==> src/rtl/tmr_pkg.sv <==
package tmr_pkg;
  typedef enum logic [1:0] {
    C0_T1  = 2'd0,
    C0_T4  = 2'd1,
    C0_T16 = 2'd2,
    C0_EXT = 2'd3
  } c0_src_e;

  typedef enum logic [1:0] {
    C1_T1    = 2'd0,
    C1_T16   = 2'd1,
    C1_T256  = 2'd2,
    C1_MATCH = 2'd3
  } c1_src_e;

  localparam int unsigned NUM_SRC = 4;
endpackage

==> src/rtl/tmr_edge_sync.sv <==
module tmr_edge_sync #(
  parameter int unsigned STAGES = 2
) (
  input  logic clk_i,
  input  logic rst_ni,
  input  logic d_i,
  output logic rise_o
);
  // STAGES synchronizer flops plus one history flop
  logic [STAGES:0] sh_q;

  always_ff @(posedge clk_i or negedge rst_ni) begin
    if (!rst_ni) sh_q <= '0;
    else         sh_q <= {sh_q[STAGES-1:0], d_i};
  end

  assign rise_o = sh_q[STAGES-1] & ~sh_q[STAGES];
endmodule

==> src/rtl/tmr_src_mux.sv <==
module tmr_src_mux #(
  parameter int unsigned N  = 4,
  localparam int unsigned SW = $clog2(N)
) (
  input  logic [N-1:0]  src_i,
  input  logic [SW-1:0] sel_i,
  output logic          pick_o
);
  assign pick_o = src_i[sel_i];
endmodule

==> src/rtl/tmr_upcnt.sv <==
module tmr_upcnt #(
  parameter int unsigned W = 8
) (
  input  logic         clk_i,
  input  logic         rst_ni,
  input  logic         run_i,
  input  logic         step_i,
  input  logic         zero_i,
  output logic [W-1:0] cnt_o,
  output logic         full_o
);
  logic [W-1:0] cnt_q;

  always_ff @(posedge clk_i or negedge rst_ni) begin
    if (!rst_ni)     cnt_q <= '0;
    else if (!run_i) cnt_q <= '0;
    else if (step_i) cnt_q <= zero_i ? '0 : cnt_q + 1'b1;
  end

  assign cnt_o  = cnt_q;
  assign full_o = &cnt_q;
endmodule

==> src/rtl/tmr_match.sv <==
module tmr_match #(
  parameter int unsigned W = 8
) (
  input  logic [W-1:0] cnt_i,
  input  logic [W-1:0] k_i,
  input  logic         step_i,
  output logic         hit_o,
  output logic         top_o
);
  logic k_zero;
  assign k_zero = (k_i == '0);
  // zero constant: the match moves to the wrap
  assign hit_o  = step_i & (k_zero ? (&cnt_i) : (W'(cnt_i + 1'b1) == k_i));
  assign top_o  = ~k_zero & (cnt_i == k_i);
endmodule

==> src/rtl/tmr_dual.sv <==
module tmr_dual #(
  parameter int unsigned W = 8,
  localparam int unsigned W2 = 2 * W
) (
  input  logic         clk_i,
  input  logic         rst_ni,
  input  logic         tick1_i,
  input  logic         tick4_i,
  input  logic         tick16_i,
  input  logic         tick256_i,
  input  logic         ext_i,
  input  logic         mode16_i,
  input  logic [1:0]   clk0_sel_i,
  input  logic [1:0]   clk1_sel_i,
  input  logic         run0_i,
  input  logic         run1_i,
  input  logic [W-1:0] const0_i,
  input  logic [W-1:0] const1_i,
  output logic [W-1:0] cnt0_o,
  output logic [W-1:0] cnt1_o,
  output logic         match0_o,
  output logic         match1_o,
  output logic         ovf0_o,
  output logic         ovf1_o
);
  import tmr_pkg::*;

  logic ext_rise;
  logic [NUM_SRC-1:0] src0_vec, src1_vec;
  logic src0, src1;
  logic step0, step1_8, step1;
  logic zero0, zero1;
  logic [W-1:0] cnt0, cnt1;
  logic full0, full1;
  logic hit0, top0, hit1, top1, hit16, top16;
  logic m0, m1, v0, v1;

  tmr_edge_sync #(.STAGES(2)) u_sync (
    .clk_i (clk_i),
    .rst_ni(rst_ni),
    .d_i   (ext_i),
    .rise_o(ext_rise)
  );

  always_comb begin
    src0_vec         = '0;
    src0_vec[C0_T1]  = tick1_i;
    src0_vec[C0_T4]  = tick4_i;
    src0_vec[C0_T16] = tick16_i;
    src0_vec[C0_EXT] = ext_rise;
  end

  tmr_src_mux #(.N(NUM_SRC)) u_mux0 (
    .src_i (src0_vec),
    .sel_i (clk0_sel_i),
    .pick_o(src0)
  );

  assign step0 = run0_i & src0;

  tmr_match #(.W(W)) u_m0 (
    .cnt_i (cnt0),
    .k_i   (const0_i),
    .step_i(step0),
    .hit_o (hit0),
    .top_o (top0)
  );

  always_comb begin
    src1_vec           = '0;
    src1_vec[C1_T1]    = tick1_i;
    src1_vec[C1_T16]   = tick16_i;
    src1_vec[C1_T256]  = tick256_i;
    src1_vec[C1_MATCH] = hit0;
  end

  tmr_src_mux #(.N(NUM_SRC)) u_mux1 (
    .src_i (src1_vec),
    .sel_i (clk1_sel_i),
    .pick_o(src1)
  );

  assign step1_8 = run1_i & src1;

  tmr_match #(.W(W)) u_m1 (
    .cnt_i (cnt1),
    .k_i   (const1_i),
    .step_i(step1_8),
    .hit_o (hit1),
    .top_o (top1)
  );

  tmr_match #(.W(W2)) u_m16 (
    .cnt_i ({cnt1, cnt0}),
    .k_i   ({const1_i, const0_i}),
    .step_i(step0),
    .hit_o (hit16),
    .top_o (top16)
  );

  always_comb begin
    if (mode16_i) begin
      zero0 = top16;
      zero1 = top16;
      // high byte moves on low-byte carry or on the joint clear
      step1 = run1_i & step0 & (full0 | top16);
      m0    = 1'b0;
      m1    = hit16;
      v0    = step0 & full0 & ~top16;
      v1    = step1 & full0 & full1 & ~top16;
    end else begin
      zero0 = top0;
      zero1 = top1;
      step1 = step1_8;
      m0    = hit0;
      m1    = hit1;
      v0    = step0 & full0 & ~top0;
      v1    = step1_8 & full1 & ~top1;
    end
  end

  tmr_upcnt #(.W(W)) u_cnt0 (
    .clk_i (clk_i),
    .rst_ni(rst_ni),
    .run_i (run0_i),
    .step_i(step0),
    .zero_i(zero0),
    .cnt_o (cnt0),
    .full_o(full0)
  );

  tmr_upcnt #(.W(W)) u_cnt1 (
    .clk_i (clk_i),
    .rst_ni(rst_ni),
    .run_i (run1_i),
    .step_i(step1),
    .zero_i(zero1),
    .cnt_o (cnt1),
    .full_o(full1)
  );

  always_ff @(posedge clk_i or negedge rst_ni) begin
    if (!rst_ni) begin
      match0_o <= 1'b0;
      match1_o <= 1'b0;
      ovf0_o   <= 1'b0;
      ovf1_o   <= 1'b0;
    end else begin
      match0_o <= m0;
      match1_o <= m1;
      ovf0_o   <= v0;
      ovf1_o   <= v1;
    end
  end

  assign cnt0_o = cnt0;
  assign cnt1_o = cnt1;
endmodule

==> config.mk <==
export PLATFORM = sky130hd
export DESIGN_NAME = tmr_dual
export DESIGN_NICKNAME = d
export VERILOG_FILES = /design/src/rtl/tmr_pkg.sv /design/src/rtl/tmr_edge_sync.sv /design/src/rtl/tmr_src_mux.sv /design/src/rtl/tmr_upcnt.sv /design/src/rtl/tmr_match.sv /design/src/rtl/tmr_dual.sv
export SDC_FILE = /design/constraint.sdc
export NUM_CORES = 1
export LEC_CHECK = 0
export BUFFER_PORTS_ARGS = -buffer_cell sky130_fd_sc_hd__buf_4
export CORE_ASPECT_RATIO = 1.2
export CORE_MARGIN = 10
export CORE_UTILIZATION = 57
export CTS_CLUSTER_DIAMETER = 50
export DETAILED_ROUTE_END_ITERATION = 8
export PLACE_DENSITY = 0.95
export SETUP_SLACK_MARGIN = 0.1
export SYNTH_ARGS = -nofsm -noshare
export SYNTH_HDL_FRONTEND = slang
export SYNTH_SLANG_ARGS = --single-unit
==> constraint.sdc <==
create_clock -name clk_i -period 7.5 [get_ports clk_i]
set_clock_uncertainty 0.2 [all_clocks]
set_input_delay 0.375 -clock clk_i [delete_from_list [all_inputs] [get_ports clk_i]]
set_output_delay 0.375 -clock clk_i [all_outputs]
set_load 0.03 [all_outputs]
==> results of run 1 <==
state kept, by name (all words and copies together), names as in the netlist:
register and flops:
ovf0_o 1, match0_o 1, u_cnt0.cnt_o 8, ovf1_o 1
u_cnt1.cnt_o 8, u_sync.sh_q 3, match1_o 1
per-stage QoR:
stage               cells  hold slack, ns  utilization
floorplan             219          -0.121            -
global placement      301          0.0865        0.726
detailed placement    301          0.0858        0.726
CTS                   307           0.170        0.743
global route          307           0.173        0.743
finish                307           0.165        0.743
worst max-delay path by stage:
| stage | startpoint | to | slack (ns) |
|---|---|---|---|
| finish | u_cnt0.cnt_o[0] | u_cnt1.cnt_o[7] | 4.33 |
| global route | u_cnt0.cnt_o[0] | u_cnt1.cnt_o[4] | 4.16 |
| CTS | u_cnt0.cnt_o[0] | u_cnt1.cnt_o[7] | 4.33 |
| detailed placement | u_cnt0.cnt_o[0] | u_cnt1.cnt_o[5] | 4.35 |
| global placement | u_cnt0.cnt_o[0] | u_cnt1.cnt_o[5] | 4.43 |
| floorplan | u_cnt0.cnt_o[0] | u_cnt1.cnt_o[5] | 4.40 |
cell usage after synthesis, types with 2 or more instances:
cell,count,share of area
nand2_1,17,0.034
inv_1,5,0.010
mux2i_1,2,0.011
xor2_1,16,0.075
nand4_1,8,0.027
nor2_1,21,0.042
and3_1,4,0.013
o221ai_1,2,0.0094
o21a_1,2,0.0080
nor4_1,6,0.020
nand3_1,13,0.035
a21oi_1,6,0.016
or3_1,3,0.010
ha_1,2,0.013
o21ai_1,4,0.011
and2_1,2,0.0067
dfrtp_1,23,0.31
o32ai_1,4,0.019
nor3_1,7,0.019
mux2_2,3,0.018
buf_4,2,0.0080
o31ai_1,4,0.016
nor2b_1,9,0.030
o21ai_0,18,0.048
xnor2_1,14,0.066
and3_2,2,0.0080
report_power, final:
part           switching (µW)  leakage, µW  internal (µW)
logic                    43.9     0.000660           34.4
clock network            42.0    0.0000139           20.4
registers                5.83     0.000312            128
metal layers:
| metal | vias to the layer above | wire (µm) | share of wire | global-route usage |
|---|---|---|---|---|
| met5 | - | 0 | 0 | 0 |
| met4 | 0 | 168 | 0.030 | 0.0930 |
| met3 | 21 | 488 | 0.088 | 0.0418 |
| met2 | 133 | 2760 | 0.50 | 0.324 |
| met1 | 911 | 2140 | 0.38 | 0.206 |
| li1 | 916 | - | - | - |
cell families after synthesis:
kind of cell	Yosys count	share of synthesized area
DFF	23	0.309
adders and majority gates	2	0.0134
AOI/OAI and AO/OA	52	0.204
muxes	6	0.0409
and+or+nand+nor	98	0.272
buffers and inverters	8	0.0201
xor gates and xnor gates	30	0.141
cell usage in the layout (no fill, tap or decap), types with 2 or more instances in the layout:
cell and count:
nor2_1 21, nor3_1 7, o221ai_1 2, inv_1 5, or3_1 3, and2_1 2, o21ai_0 18, o31ai_1 4
nand4_1 8, xnor2_1 14, o32ai_1 4, dlygate4sd3_1 2, clkbuf_4 3, and3_2 2, mux2i_1 2, o21a_1 2
ha_1 2, and3_1 4, nand3_1 13, mux2_2 3, buf_4 49, o21ai_1 4, dfrtp_1 23, nor2b_1 9
a21oi_1 6, nand2_1 17, nor4_1 6, xor2_1 16
what timing repair did:
item                                   4_1_cts  5_1_grt
endpoints found under the hold margin       24        0
hold buffers                                 2        0
setup endpoints to repair                    0        0
resized for setup                            0        0
cell type report:
type                            count  share of cell area
Clock buffer                        3             0.00975
Sequential cell                    23               0.249
Inverter                            5             0.00813
Timing Repair Buffer               51               0.168
Tap cell                           36              0.0195
Multi-Input combinational cell    188               0.542
Clock inverter                      1             0.00325
==> results.py, run 1 <==
metrics = {
    "synth": {
        "seq_area_frac_synth": 0.309,
        "ys_warn_count": 0,
        "avgSynthCellArea_um2": 8.52,
        "synth_seq_cells": 23,
        "synth_flop_cell": "dfrtp_1",
        "synthesis.area_um2": 1870,
        "synth.distinct_cells": 46,
        "syn-num-nets": 251,
        "synthArstFlopShare": 1.00,
        "synthCells": 219,
        "synth_edf_count": 0,
    },
    "route": {
        "wire_per_inst_um": 18.1,
        "wl_mm": 5.56,
        "num_vias": 1981,
        "drc": 0,
        "viasPerCell": 6.45,
        "drtPass1Iterations": 5,
        "detail-route-antenna-nets": 0,
        "drt_iter0_drc": 230,
    },
    "hold_path": {
        "hold_start": "u_sync.sh_q[0]",
        "hold_path_end": "u_sync.sh_q[1]",
        "hold_class": "reg2reg",
        "hold_path_depth": 0,
    },
    "worst_setup_path": {
        "worstPathRequired_ns": 7.53,
        "cp_top_family": "compound AO/OA/AOI/OAI gates",
        "critPathSlowestCell": "dfrtp_1",
        "cp.arrival_ns": 3.20,
        "r2r_slack_ns": 4.33,
        "crit_path_start_kind": "register",
        "crit_fanout": 9,
        "path_class": "reg2reg",
        "rr_worst_depth": 9,
        "rr_endpoint": "u_cnt1.cnt_o[7]",
        "slowest_delay_ns": 0.47,
        "r2r_start": "u_cnt0.cnt_o[0]",
        "crit_path_end_kind": "register",
        "path_buf_inv": 0,
        "cp.depth": 9,
        "path_cells": "ha_1 -> nor2b_1 -> o21a_1 -> o31a_2 -> a21o_1 -> o31ai_4 -> a31oi_4 -> o31a_4 -> o32ai_1",
    },
    "floorplanning": {
        "fp.dieArea_um2": 5970,
        "ios": 50,
        "core_um2": 3110,
        "initial_core_util": 0.600,
        "rows": 22,
        "die_y_um": 82.7,
        "die_w_um": 72.2,
    },
    "layout": {
        "fin_area_um2": 2310,
        "register_area_um2": 576,
        "fillers": 236,
        "insertedDiodeCount": 0,
        "drive_gt1_frac": 0.251,
        "fin_nets": 304,
        "area_growth_pct": 23.8,
        "multi_input_area_um2": 1250,
    },
    "power_and_ir_drop": {
        "p_per_area_nw_per_um2": 119,
        "max-vdd-ir-drop_mv": 0.123,
        "p_leak_uw": 0.000986,
        "power_uw": 274,
    },
    "timing": {
        "tightest_slew_ns": 0.873,
        "final.min_clock_period_ns": 3.17,
        "rsz0062_at_grt": "false",
        "setup-tns-final_ns": 0,
        "slew_violations": 0,
        "fmax_ghz": 0.315,
        "finalHoldViolCount": 0,
        "finalSetupViolCount": 0,
        "setup_slack_ns": 4.33,
        "slew_headroom": 0.414,
        "period_share": 0.423,
    },
    "global_route": {
        "grt_max_degree": 24,
        "grt_antenna_before_repair": 0,
        "grtUsageTotal": 0.185,
        "grt_remaining_overflow": 0,
        "grt_pass1_wl_mm": 8.94,
        "grt_pass1_vias": 1905,
    },
    "clock_network": {
        "cts_buffers": 3,
        "cts_root_buffer": "clkbuf_4",
        "cts_tree": "done",
        "clk_path_buf_depth": 2,
        "postCtsSetupBuffers": 0,
        "h-tree-depth": 1,
        "path_clk_slew_ns": 0.14,
        "cts.sinks": 23,
        "insertion_delay_ns": 0.33,
    },
    "run_status": {
        "run_status": "completed",
    },
    "place": {
        "port_buffers": 49,
        "dpl_cell_area_um2": 2260,
        "pre_cts_slack_ns": 4.35,
        "place.gp.congestion": 0.989,
        "dp_hpwl_mm": 4.30,
    },
    "run": {
        "maxCapViolations": 0,
    },
}
Power figures use the tool's default switching activity.
==> run 2: changes to the inputs <==
--- a/config.mk
+++ b/config.mk
@@ -8,10 +8,10 @@
 export BUFFER_PORTS_ARGS = -buffer_cell sky130_fd_sc_hd__buf_4
 export CORE_ASPECT_RATIO = 1.2
 export CORE_MARGIN = 10
-export CORE_UTILIZATION = 57
+export CORE_UTILIZATION = 48
 export CTS_CLUSTER_DIAMETER = 50
 export DETAILED_ROUTE_END_ITERATION = 8
-export PLACE_DENSITY = 0.95
+export PLACE_DENSITY = 0.88
 export SETUP_SLACK_MARGIN = 0.1
 export SYNTH_ARGS = -nofsm -noshare
 export SYNTH_HDL_FRONTEND = slang
==> constraint.sdc (replaced) <==
create_clock -name clk_i -period 2.65 [get_ports clk_i]
set_clock_uncertainty 0.2 [all_clocks]
set_input_delay 0.1325 -clock clk_i [delete_from_list [all_inputs] [get_ports clk_i]]
set_output_delay 0.1325 -clock clk_i [all_outputs]
set_load 0.03 [all_outputs]
==> results.py, run 2 (synthesis results as in run 1) <==
metrics = {
    "timing": {
        "slew_violations": 0,
        "period_share": 1.02,
        "slew_headroom": 0.541,
        "finalHoldViolCount": 0,
        "rsz0062_at_grt": "true",
        "tightest_slew_ns": 0.684,
        "setup_slack_ns": -0.0657,
        "finalSetupViolCount": 7,
        "final.min_clock_period_ns": 2.72,
        "fmax_ghz": 0.368,
    },
    "floorplanning": {
        "fp.dieArea_um2": 6790,
        "initial_core_util": 0.505,
        "die_y_um": 88.3,
        "ios": 50,
        "core_um2": 3690,
        "rows": 24,
        "die_w_um": 76.9,
    },
    "worst_setup_path": {
        "worstPathRequired_ns": 2.65,
        "cp-endpoint": "ovf1_o",
        "rr_endpoint": "ovf1_o",
        "slowest_delay_ns": 0.45,
        "cp.arrival_ns": 2.71,
        "crit_path_end_kind": "register",
        "cp-startpoint": "u_cnt0.cnt_o[0]",
        "crit_path_start_kind": "register",
        "r2r_start": "u_cnt0.cnt_o[0]",
        "rr_worst_depth": 10,
        "critPathSlowestCell": "dfrtp_2",
        "path_class": "reg2reg",
        "r2r_slack_ns": -0.07,
        "path_cells": "ha_4 -> nor2b_4 -> o21a_1 -> o31a_2 -> a21o_1 -> o31ai_4 -> a31oi_4 -> o31a_4 -> buf_4 -> nor2_2",
        "crit_fanout": 8,
    },
    "clock_network": {
        "h-tree-depth": 1,
        "insertion_delay_ns": 0.27,
        "path_clk_slew_ns": 0.08,
        "cts_tree": "done",
        "cts.sinks": 23,
        "clk_path_buf_depth": 2,
        "cts_buffers": 3,
        "cts_root_buffer": "clkbuf_8",
    },
    "global_route": {
        "grt_pass1_wl_mm": 9.61,
        "grtUsageTotal": 0.171,
        "grtUsageMet2": 0.331,
        "use_met3": 0.0446,
        "grt_use_met1": 0.168,
        "grt_pass1_vias": 2061,
        "grt_max_degree": 24,
        "grt_antenna_before_repair": 0,
        "grt_remaining_overflow": 0,
        "grt.busiest_layer": "met2",
    },
    "layout": {
        "fillers": 303,
        "insertedDiodeCount": 0,
        "fin_nets": 328,
        "fin_cells": 347,
        "final_common_cell": "buf_4",
        "layout_common_cells": "69 x buf_4, 20 x nor2_1, 17 x nand2_1, 17 x dfrtp_1, 16 x xor2_1",
        "area_growth_pct": 42.3,
        "drive_gt1_frac": 0.366,
    },
    "route": {
        "num_vias": 2052,
        "wire_per_inst_um": 17.6,
        "viasPerCell": 5.91,
        "drtPass1Iterations": 4,
        "detail-route-antenna-nets": 0,
        "drt_iter0_drc": 165,
        "wl_mm": 6.10,
        "drc": 0,
    },
    "hold_path": {
        "hold_class": "in2reg",
    },
    "run": {
        "maxCapViolations": 0,
    },
    "run_status": {
        "violations": "setup timing",
        "run_status": "complete, but fails checks",
    },
    "place": {
        "dp.cells": 339,
        "port_buffers": 49,
        "place.gp.congestion": 1.02,
        "pre_cts_slack_ns": -0.0000502,
        "dp_hpwl_mm": 4.84,
    },
    "power_and_ir_drop": {
        "p_per_area_nw_per_um2": 325,
        "power_frac_seq": 0.435,
        "p_leak_uw": 0.00113,
        "switching_share": 0.312,
        "p_int_uw": 593,
        "max-vdd-ir-drop_mv": 0.243,
        "p_clk_frac": 0.260,
        "p_switching_uw": 269,
        "p_comb_frac": 0.305,
    },
}
-- run 2: cell count changes in the layout (fill, tap and decap cells not counted), moves of 3 or more --
cell and delta:
o21ai_0 -4, dfrtp_2 +6, clkbuf_4 -3, o32ai_2 +4
clkbuf_8 +3, buf_12 +3, dfrtp_1 -6, o32ai_1 -4
o21ai_1 +3, buf_4 +20
-- run 2: area by class of cell --
type / instances / area [µm²] / area share
clock buffer: 4 / 45.0 / 0.0170
tap: 52 / 65.1 / 0.0245
timing repair buffer: 75 / 609 / 0.230
sequential: 23 / 583 / 0.220
multi-input combinational: 188 / 1330 / 0.502
inverter: 5 / 18.8 / 0.00707
-- run 2: metal layers --
metal | part of all wire | up-vias | routed length, µm
li1 | - | 963 | -
met1 | 0.39 | 985 | 2350
met2 | 0.52 | 89 | 3160
met3 | 0.069 | 15 | 423
met4 | 0.026 | 0 | 161
met5 | 0 | - | 0
-- run 2: timing repair --
item / CTS / global route
resized for setup: 1 / 8
endpoints found under the hold margin: 24 / 0
buffers inserted: 1 / 1
endpoints found under the setup margin: 10 / 14
pin swaps: 0 / 4
hold buffers: 2 / 0
-- run 2: stage by stage --
step | hold slack [ns] | area, µm² | TNS [ns] | total power, µW | utilization
floorplan | -0.363 | 1930 | -0.170 | 512 | -
global placement | -0.155 | 2540 | 0 | 625 | 0.689
detailed placement | -0.154 | 2540 | -0.0000502 | 632 | 0.689
CTS | 0.0548 | 2620 | -0.0739 | 858 | 0.710
global route | 0.0772 | 2650 | -1.07 | 899 | 0.718
finish | 0.0884 | 2650 | -0.157 | 862 | 0.718
-- run 2: worst min path at each step --
| stage | startpoint | to | slack [ns] | cells after the start |
|---|---|---|---|---|
| final | mode16_i | match0_o | 0.09 | 3 |
| after global routing | mode16_i | match0_o | 0.08 | 3 |
| after CTS | mode16_i | match0_o | 0.05 | 3 |
| after detailed placement | rst_ni | u_cnt0.cnt_o[6] | -0.15 | 1 |
| after global placement | rst_ni | u_cnt0.cnt_o[6] | -0.16 | 1 |
| after floorplan | rst_ni | match0_o | -0.36 | 0 |
-- run 2: worst max-delay path: cells and delay by family (launching register included) --
family / cells / cell delay, ns
adder cells (fa/ha/maj): 1 / 0.19
flip-flops: 1 / 0.45
AO/OA/AOI/OAI: 6 / 1.42
buffers and inverters: 1 / 0.16
AND/OR/NAND/NOR: 2 / 0.24
-- run 2: power by group through the flow --
stage | Clock, µW | Sequential [µW] | Combinational [µW]
after floorplan | 0 | 398 | 114
after global placement | 0 | 381 | 244
after detailed placement | 0 | 382 | 250
after CTS | 228 | 374 | 256
after global routing | 241 | 377 | 282
final | 224 | 375 | 263
